**config.mk**
```make
export PLATFORM = sky130hd
export DESIGN_NAME = kcl_loader
export DESIGN_NICKNAME = d
export VERILOG_FILES = /design/src/rtl/kcl_pkg.sv /design/src/rtl/kcl_seq.sv /design/src/rtl/kcl_parse.sv /design/src/rtl/kcl_macfmt.sv /design/src/rtl/kcl_loader.sv
export SDC_FILE = /design/constraint.sdc
export NUM_CORES = 1
export LEC_CHECK = 0
export BUFFER_PORTS_ARGS = -buffer_cell sky130_fd_sc_hd__buf_2
export CAP_MARGIN = 20
export CORE_AREA = 2 2 133 135
export DETAILED_ROUTE_END_ITERATION = 6
export DIE_AREA = 0 0 135 137
export GPL_ROUTABILITY_DRIVEN = 0
export PLACE_DENSITY = 0.7
export SYNTH_ARGS = -nofsm -noshare
export SYNTH_HDL_FRONTEND = slang
export SYNTH_SLANG_ARGS = --single-unit
```
**constraint.sdc**
```tcl
create_clock -name clk -period 5.3 [get_ports clk]
set_input_delay 0.265 -clock clk [delete_from_list [all_inputs] [get_ports clk]]
set_output_delay 0.265 -clock clk [all_outputs]
set_load 0.02 [all_outputs]
```
**src/rtl/kcl_pkg.sv**
```systemverilog
package kcl_pkg;
  typedef enum logic [1:0] {
    S_IDLE,
    S_REQ,
    S_WAIT,
    S_FIN
  } kcl_state_e;

  localparam int unsigned WORD_W = 32;
  localparam int unsigned OFS_W  = 16;
  localparam int unsigned MAC_W  = 48;
  localparam logic [7:0]  KEY_MARK = 8'h5A;
endpackage

```
**src/rtl/kcl_seq.sv**
```systemverilog
module kcl_seq
  import kcl_pkg::*;
#(
  parameter int unsigned ADDR_W = 20,
  parameter int unsigned MAX_WORDS = 64,
  parameter logic [ADDR_W-1:0] BASE_LO = 'h100,
  parameter logic [ADDR_W-1:0] BASE_HI = 'h1F000
) (
  input  logic              clk,
  input  logic              rst_n,
  input  logic              start_i,
  input  logic              src_sel_i,
  input  logic              stop_i,
  output logic              req_valid_o,
  input  logic              req_ready_i,
  output logic [ADDR_W-1:0] req_addr_o,
  input  logic              rsp_valid_i,
  output logic              rsp_ready_o,
  output logic              fire_o,
  output logic              clear_o,
  output logic              done_o,
  output logic              busy_o,
  output logic              have_result_o
);
  localparam int unsigned CNT_W = $clog2(MAX_WORDS + 1);
  localparam logic [CNT_W-1:0] LAST_CNT = CNT_W'(MAX_WORDS - 1);

  kcl_state_e state_q, state_d;
  logic [ADDR_W-1:0] addr_q;
  logic [CNT_W-1:0]  cnt_q;
  logic              res_q;
  logic              idle_like, start_ok, last, finish;

  assign idle_like = (state_q == S_IDLE) || (state_q == S_FIN);
  assign start_ok  = start_i && idle_like;
  assign fire_o    = rsp_valid_i && (state_q == S_WAIT);
  assign last      = (cnt_q == LAST_CNT);
  assign finish    = fire_o && (stop_i || last);

  always_comb begin
    state_d = state_q;
    case (state_q)
      S_IDLE:  if (start_ok) state_d = S_REQ;
      S_FIN:   state_d = start_ok ? S_REQ : S_IDLE;
      S_REQ:   if (req_ready_i) state_d = S_WAIT;
      S_WAIT:  if (fire_o) state_d = finish ? S_FIN : S_REQ;
      default: state_d = S_IDLE;
    endcase
  end

  always_ff @(posedge clk or negedge rst_n) begin
    if (!rst_n) begin
      state_q <= S_IDLE;
      addr_q  <= '0;
      cnt_q   <= '0;
      res_q   <= 1'b0;
    end else begin
      state_q <= state_d;
      if (start_ok) begin
        addr_q <= src_sel_i ? BASE_HI : BASE_LO;
        cnt_q  <= '0;
        res_q  <= 1'b0;
      end else if (fire_o) begin
        cnt_q <= cnt_q + 1'b1;
        if (finish) res_q <= 1'b1;
        else        addr_q <= addr_q + ADDR_W'(4);
      end
    end
  end

  assign req_valid_o   = (state_q == S_REQ);
  assign req_addr_o    = addr_q;
  assign rsp_ready_o   = (state_q == S_WAIT);
  assign clear_o       = start_ok;
  assign done_o        = (state_q == S_FIN);
  assign busy_o        = (state_q == S_REQ) || (state_q == S_WAIT);
  assign have_result_o = res_q;


  req_hold_chk: assert property (@(posedge clk) disable iff (!rst_n)
    (req_valid_o && !req_ready_i) |=> (req_valid_o && $stable(req_addr_o)));


  done_pulse_chk: assert property (@(posedge clk) disable iff (!rst_n)
    done_o |=> !done_o);


  done_after_rsp_chk: assert property (@(posedge clk) disable iff (!rst_n)
    done_o |-> $past(rsp_valid_i && rsp_ready_o));


  word_cap_chk: assert property (@(posedge clk) disable iff (!rst_n)
    cnt_q <= CNT_W'(MAX_WORDS));
endmodule

```
**src/rtl/kcl_parse.sv**
```systemverilog
module kcl_parse
  import kcl_pkg::*;
#(
  parameter logic [OFS_W-1:0] STA_OFFSET = 16'h0148
) (
  input  logic              clk,
  input  logic              rst_n,
  input  logic              clear_i,
  input  logic              fire_i,
  input  logic [WORD_W-1:0] word_i,
  input  logic              err_i,
  output logic              stop_o,
  output logic              strobe_o,
  output logic [OFS_W-1:0]  offset_o,
  output logic [WORD_W-1:0] data_o,
  output logic [WORD_W-1:0] lo_o,
  output logic [WORD_W-1:0] hi_o
);
  localparam logic [OFS_W-1:0] STA_OFFSET_HI = STA_OFFSET + OFS_W'(4);

  logic             want_data_q;
  logic [OFS_W-1:0] tgt_q;
  logic             is_key, take_key, take_data;

  assign is_key    = (word_i[7:0] == KEY_MARK);
  assign take_key  = fire_i && !err_i && !want_data_q && is_key;
  assign take_data = fire_i && !err_i && want_data_q;
  assign stop_o    = fire_i && (err_i || (!want_data_q && !is_key));

  always_ff @(posedge clk or negedge rst_n) begin
    if (!rst_n) begin
      want_data_q <= 1'b0;
      tgt_q       <= '0;
      strobe_o    <= 1'b0;
      offset_o    <= '0;
      data_o      <= '0;
      lo_o        <= '0;
      hi_o        <= '0;
    end else begin
      strobe_o <= take_data;
      if (clear_i) begin
        want_data_q <= 1'b0;
        lo_o        <= '0;
        hi_o        <= '0;
      end else if (take_key) begin
        want_data_q <= 1'b1;
        tgt_q       <= word_i[31:16];
      end else if (take_data) begin
        want_data_q <= 1'b0;
        offset_o    <= tgt_q;
        data_o      <= word_i;
        if (tgt_q == STA_OFFSET)    lo_o <= word_i;
        if (tgt_q == STA_OFFSET_HI) hi_o <= word_i;
      end
    end
  end


  strobe_gap_chk: assert property (@(posedge clk) disable iff (!rst_n)
    strobe_o |=> !strobe_o);
endmodule

```
**src/rtl/kcl_macfmt.sv**
```systemverilog
module kcl_macfmt
  import kcl_pkg::*;
(
  input  logic [WORD_W-1:0] lo_i,
  input  logic [WORD_W-1:0] hi_i,
  output logic [MAC_W-1:0]  mac_o,
  output logic              ok_o
);
  localparam int unsigned NBYTES = MAC_W / 8;

  logic [NBYTES-1:0] nz;

  for (genvar k = 0; k < NBYTES; k++) begin : g_byte
    if (k < 4) begin : g_lo
      assign mac_o[8*k +: 8] = lo_i[8*k +: 8];
    end else begin : g_hi
      assign mac_o[8*k +: 8] = hi_i[8*(k-4) +: 8];
    end
    assign nz[k] = |mac_o[8*k +: 8];
  end

  assign ok_o = (|nz) && !mac_o[MAC_W-8];
endmodule

```
**src/rtl/kcl_loader.sv**
```systemverilog
module kcl_loader
  import kcl_pkg::*;
#(
  parameter int unsigned ADDR_W = 20,
  parameter int unsigned MAX_WORDS = 64,
  parameter logic [ADDR_W-1:0] BASE_LO = 'h100,
  parameter logic [ADDR_W-1:0] BASE_HI = 'h1F000,
  parameter logic [15:0] STA_OFFSET = 16'h0148
) (
  input  logic              clk,
  input  logic              rst_n,
  input  logic              start_i,
  input  logic              src_sel_i,
  output logic              busy_o,
  output logic              rd_req_valid_o,
  input  logic              rd_req_ready_i,
  output logic [ADDR_W-1:0] rd_req_addr_o,
  input  logic              rd_rsp_valid_i,
  output logic              rd_rsp_ready_o,
  input  logic [31:0]       rd_rsp_data_i,
  input  logic              rd_rsp_err_i,
  output logic              wr_strobe_o,
  output logic [15:0]       wr_offset_o,
  output logic [31:0]       wr_data_o,
  output logic              done_o,
  output logic              mac_valid_o,
  output logic [47:0]       mac_addr_o
);
  logic fire, clear, stop, have_result, ok;
  logic [WORD_W-1:0] lo, hi;

  kcl_seq #(
    .ADDR_W(ADDR_W), .MAX_WORDS(MAX_WORDS), .BASE_LO(BASE_LO), .BASE_HI(BASE_HI)
  ) i_seq (
    .clk(clk), .rst_n(rst_n), .start_i(start_i), .src_sel_i(src_sel_i),
    .stop_i(stop), .req_valid_o(rd_req_valid_o), .req_ready_i(rd_req_ready_i),
    .req_addr_o(rd_req_addr_o), .rsp_valid_i(rd_rsp_valid_i),
    .rsp_ready_o(rd_rsp_ready_o), .fire_o(fire), .clear_o(clear),
    .done_o(done_o), .busy_o(busy_o), .have_result_o(have_result)
  );

  kcl_parse #(.STA_OFFSET(STA_OFFSET)) i_parse (
    .clk(clk), .rst_n(rst_n), .clear_i(clear), .fire_i(fire),
    .word_i(rd_rsp_data_i), .err_i(rd_rsp_err_i), .stop_o(stop),
    .strobe_o(wr_strobe_o), .offset_o(wr_offset_o), .data_o(wr_data_o),
    .lo_o(lo), .hi_o(hi)
  );

  kcl_macfmt i_fmt (.lo_i(lo), .hi_i(hi), .mac_o(mac_addr_o), .ok_o(ok));

  assign mac_valid_o = have_result && ok;
endmodule

```
Yosys cells after proc, flatten, opt, wreduce, memory -nomap -nowiden:

Cells that the tools add are included.

* eq/ne operators: 12
* muxes and demuxes: 26
* add/sub/neg operators: 2
* reduce and logical (&&, ||, !) cells: 34
* bitwise gates (word level): 2

Operators with widths (count)
* $mux 32: 4
* $mux 16: 4
* $mux 20: 3
* $reduce_or 48->1: 1
* $eq 16x9->1 const B: 2
* $add 20x3->20 const B: 1
* $mux 17: 1
* $mux 7: 2
* $reduce_and 3->1: 4
* $logic_and 1x1->1: 11
* $reduce_bool 2->1: 5
* $eq 8x7->1 const B: 1
* $mux 2: 4
* $ne 2x1->1 const B: 4
* $pmux 2 s4: 1
* $add 7x1->7 const B: 1
* $eq 7x6->1 const B: 1
* $mux 1: 7
* $reduce_and 2->1: 3
* $eq 2x2->1 const B: 2
* $logic_not 1->1: 4
* $logic_or 1x1->1: 4
* $reduce_bool 3->1: 1
* $eq 2x1->1 const B: 1
* 3 further kinds: 4

* register bits after elaboration: 144
* logic and storage cells: 87
* input bits: 39
* output and inout bits: 122

Logic depth before layout (Yosys ltp):

* word-level depth: 10
* gate-level depth with buffers: 10
* gate-level depth less buffers: 7

Cells and area by module:

Synthesis repeated with hierarchy kept, for this count alone.

* cell total of the unflattened synthesis: 682
* area, all modules: 7572.3 um^2

By module, submodules not included
* kcl_parse: times used 1, area each 5566.6 um^2, sequential area each 3253.1 um^2, cells an instance 453
* kcl_seq: times used 1, area each 1526.5 um^2, sequential area each 700.7 um^2, cells an instance 163
* kcl_macfmt: times used 1, area each 473.0 um^2, sequential area each 0.0 um^2, cells an instance 65
* kcl_loader: times used 1, area each 6.3 um^2, sequential area each 0.0 um^2, cells an instance 1

Least setup slack after synthesis:

Ideal clock, no wire load.

* path kind: register to register
* from: reg i_seq.state_q[0]
* to: reg i_parse.data_o[10]
* data required time: 5.175 ns
* stages on the path, launching flop included: 10
* library setup time: 0.125 ns
* data arrival time: 2.069 ns
* path slack: 3.106 ns
* period minus slack after synthesis: 2.194 ns
* buffers on the path: 3
* cells stage by stage: dfrtp_1 inv_1 ha_1 and3b_1 buf_4 nand2_2 nor2_2 buf_4 buf_6 mux2_2

* word-level cells in the longest chain between the ends: 7
* elaborated cells between the ends (all ways): 13
* classes of those cells: eq/ne: 2; bitwise: 2; reduce/logical: 9

RTL lines
* from (decl): RTL line kcl_seq.sv:28 `kcl_state_e state_q, state_d;`
* from (signal assigned): RTL line kcl_seq.sv:58 `state_q <= state_d;`
* $eq 2x2->1 (*)
* net rd_rsp_ready_o: RTL line kcl_loader.sv:19 `output logic rd_rsp_ready_o,`
* $logic_and 1x1->1 (*): RTL line kcl_seq.sv:36 `assign fire_o = rsp_valid_i && (state_q == S_WAIT);`
* $logic_and 1x1->1 (*): RTL line kcl_parse.sv:26, kcl_parse.sv:27
* $logic_and 1x1->1 (2 in series): RTL line kcl_parse.sv:26 `assign take_key = fire_i && !err_i && !want_data_q && is_key;`
* $not 1->1 (no source line)
* $reduce_and 3->1 (no source line) (*)
* to (signal assigned): RTL line kcl_parse.sv:51 `data_o <= word_i;`
* to (decl): RTL line kcl_parse.sv:15 `output logic [WORD_W-1:0] data_o,`

Mark *: on every way through the listed nets, which the timed path passes. The rest lies on a longest branch.
A chain may end at the register's enable or synchronous reset.

Worst setup path after layout:

* from: reg i_seq.state_q[0]
* to: reg i_parse.data_o[23]

* word-level cells in the longest chain between the ends: 7
* elaborated cells between the ends (all ways): 13
* classes of those cells: eq/ne: 2; bitwise: 2; reduce/logical: 9

RTL lines (RTL line)
* $eq 2x2->1: kcl_seq.sv:36
* $logic_and 1x1->1: kcl_seq.sv:36
* $logic_and 1x1->1: kcl_parse.sv:26, kcl_parse.sv:27
* $logic_and 1x1->1 (2 in series): kcl_parse.sv:26
* $not 1->1 (no source line)
* $reduce_and 3->1 (no source line) (*)

Every way passes the cells marked *; elsewhere a longest branch is shown, timed or not.

==> results.sh <==
export IMPL_status="finished clean"
export IMPL_numCtsBuffers=17
export IMPL_cts_clk_slew_worst_paths_ns=0.06
export IMPL_clk_path_buf_depth=2
export IMPL_slowest_delay_ns=0.75
export IMPL_die_w_um=135
export IMPL_die_h_um=137
export IMPL_cts_tree="done"
export IMPL_layout_common_cells="buf_2, dfrtp_1, mux2_2, a21oi_1, nand4_1"
export IMPL_cts_hold_buf=1
export IMPL_tightest_slew_ns=1.04
export IMPL_synth_cell_types=59
export IMPL_synth_seq_cells=142
export IMPL_setup_violations=0
export IMPL_design_die_area_mm2=0.0185
export IMPL_cp_start_kind="flop"
export IMPL_syn_area_per_cell_um2=11.2
export IMPL_cts_root_buf="clkbuf_16"
export IMPL_post_cts_resized=0
export IMPL_rsz0062_at_grt="false"
export IMPL_drt_iter0_markers=511
export IMPL_cp_max_fo=50
export IMPL_setup_tns_ns=0
export IMPL_fmax_mhz=270
export IMPL_clkSinkCount=142
export IMPL_finalCritPeriodShare_pct=69.8
export IMPL_syn_area_mm2=0.00670
export IMPL_crit_chain="inv_1 -> ha_1 -> and3b_1 -> nand2_2 -> nor2_4 -> buf_4 -> mux2_2"
export IMPL_final_nets=773
export IMPL_powerDensity_mw_per_mm2=336
export IMPL_cp_top_family="simple AND/OR/NAND/NOR gates"
export IMPL_postCtsSetupBuffers=0
export IMPL_synth_ff_type="dfrtp_1"
export IMPL_io_buffers=158
export IMPL_vias_per_cell=5.67
export IMPL_grt_overflow=0
export IMPL_antenna_cells=0
export IMPL_clk_latency_ns=0.42
export IMPL_drtAntennaViolNets=0
export IMPL_leakage_nw=4.01
export IMPL_slew_violations=0
export IMPL_critPathRequiredTime_ns=5.60
export IMPL_maxCapViolCount=0
export IMPL_grt_pass1_vias=5167
export IMPL_grt_max_degree=81
export IMPL_hp_class="primary input to flop"
export IMPL_rows=48
export IMPL_synth_seq_area_share_pct=53.1
export IMPL_vias=5464
export IMPL_syn2layout_area_growth_pct=21.2
export IMPL_end_kind="flop"
export IMPL_layout_commonest_cell="buf_2"
export IMPL_htree_levels=4
export IMPL_yosysWarningCount=0
export IMPL_gr_usage_all_layers_pct=19.9
export IMPL_fp_coreArea_mm2=0.0171
export IMPL_synth_edf_count=0
export IMPL_remaining_drc_errors=0
export IMPL_stdcell_count=964
export IMPL_cp_arrival_ns=4.00
export IMPL_initial_utilization_pct=39.3
export IMPL_drtPass1Iterations=6
export IMPL_grt_pass1_wl_mm=28.6
export IMPL_skew_ns=0.00593
export IMPL_worst_path_buf_inv=2
export IMPL_antenna_found_initial=0
export IMPL_post_drt_wl_per_cell_um=19.0
export IMPL_async_reset_ff_share_pct=100
export IMPL_ir_worst_vdd_mv=0.228
export IMPL_dp_hpwl_mm=12.1
export IMPL_fin_crit_ns=3.70
export IMPL_slew_headroom_pct=30.1
export IMPL_num_io_pins=161
export IMPL_wirelength_mm=18.3
export IMPL_path_class="flop to flop"
export IMPL_hold_viol=0
export IMPL_place_inst=932
export IMPL_critPathSlowestCell="nor2_4"
export IMPL_synthCells=596
export IMPL_drive_gt1_share_pct=36.1
[worst reg2reg max path: cells and delay by family (launching register included)]
kind          cells  cell delay, ns
buf+inv           2            0.61
mux               1            0.40
fa+ha+maj         1            0.27
simple gates      3            1.89
flops             1            0.42
[sequential cells by signal, indices dropped and copies added (netlist names)]
name                 cells
i_parse.want_data_q      1
i_parse.lo_o            32
i_parse.strobe_o         1
i_seq.cnt_q              7
i_parse.hi_o            16
i_parse.tgt_q           16
i_seq.state_q            2
i_seq.req_addr_o        18
i_parse.data_o          32
i_seq.have_result_o      1
i_parse.offset_o        16
[power by group]
group | internal [mW] | total, mW | switching [mW]
sequential | 1.12 | 1.15 | 0.0381
clock | 0.668 | 1.13 | 0.458
combinational | 0.129 | 0.448 | 0.319
total | 1.91 | 2.73 | 0.815
[cells in the mapped netlist, types with 10 or more instances]
cell / number / area share, %
a21oi_1: 61 / 4.6
buf_2: 17 / 1.3
buf_4: 10 / 1.1
clkbuf_1: 20 / 1.1
dfrtp_1: 142 / 53
mux2_2: 61 / 10
nand2_1: 19 / 1.1
nand3_1: 10 / 0.75
nand4_1: 57 / 5.3
nor2_1: 14 / 0.78
nor4_1: 15 / 1.4
o21ai_0: 13 / 0.97
o31ai_1: 52 / 5.8
[final cells by class]
class                      instances  area [um2]
inverter                           9        33.8
clock buffer                      22         464
clock inverter                     9        86.3
tap                              225         282
timing repair buffer             165         852
fill                            1617        8940
sequential                       142        3550
multi-input combinational        392        2840
[metrics by stage]
step	hold slack, ns	setup slack (ns)	power, mW	instance area (um2)	utilization [%]
final	0.109	1.60	2.73	8110	47.6
after global routing	0.107	1.36	2.85	8110	47.6
after CTS	0.101	1.64	2.75	8110	47.6
after detailed placement	0.364	1.64	1.62	7550	44.3
after global placement	0.356	1.68	1.61	7550	44.3
after floorplan	-0.0306	3.11	1.48	6700	-
[worst paths after layout]
| path | startpoint | end | slack, ns | cells after the start |
|---|---|---|---|---|
| worst min register to register | i_parse.data_o[15] | i_parse.data_o[15] | 0.48 | 1 |
| worst max-delay path | i_seq.state_q[0] | i_parse.data_o[23] | 1.60 | 7 |
| min in group asynchronous | rst_n | i_seq.req_addr_o[17] | 0.46 | 2 |
| worst min-delay path | rd_rsp_data_i[16] | i_parse.data_o[16] | 0.11 | 2 |
| worst max register to register | i_seq.state_q[0] | i_parse.data_o[23] | 1.60 | 7 |
| max in group asynchronous | rst_n | i_parse.tgt_q[7] | 3.52 | 3 |
[layer usage]
metal,vias up,wire [um],global-route usage (%)
met3,24,917,4.04
met1,2729,8300,27.8
met4,0,455,8.16
met5,-,0,0
li1,2535,-,-
met2,176,8600,30.3
[cells by family (layout without fill, tap and decap cells)]
kind of cell	after synthesis	in the layout	synth area share, %
other	1	2	0.0560
flip-flops	142	142	53.1
AO/OA/AOI/OAI	148	148	14.4
XOR/XNOR	4	4	0.523
adder cells (fa/ha/maj)	7	7	1.31
multiplexers	67	67	11.2
buffers and inverters	63	205	4.63
AND/OR/NAND/NOR	164	164	14.8
Power figures use the tool's default switching activity.
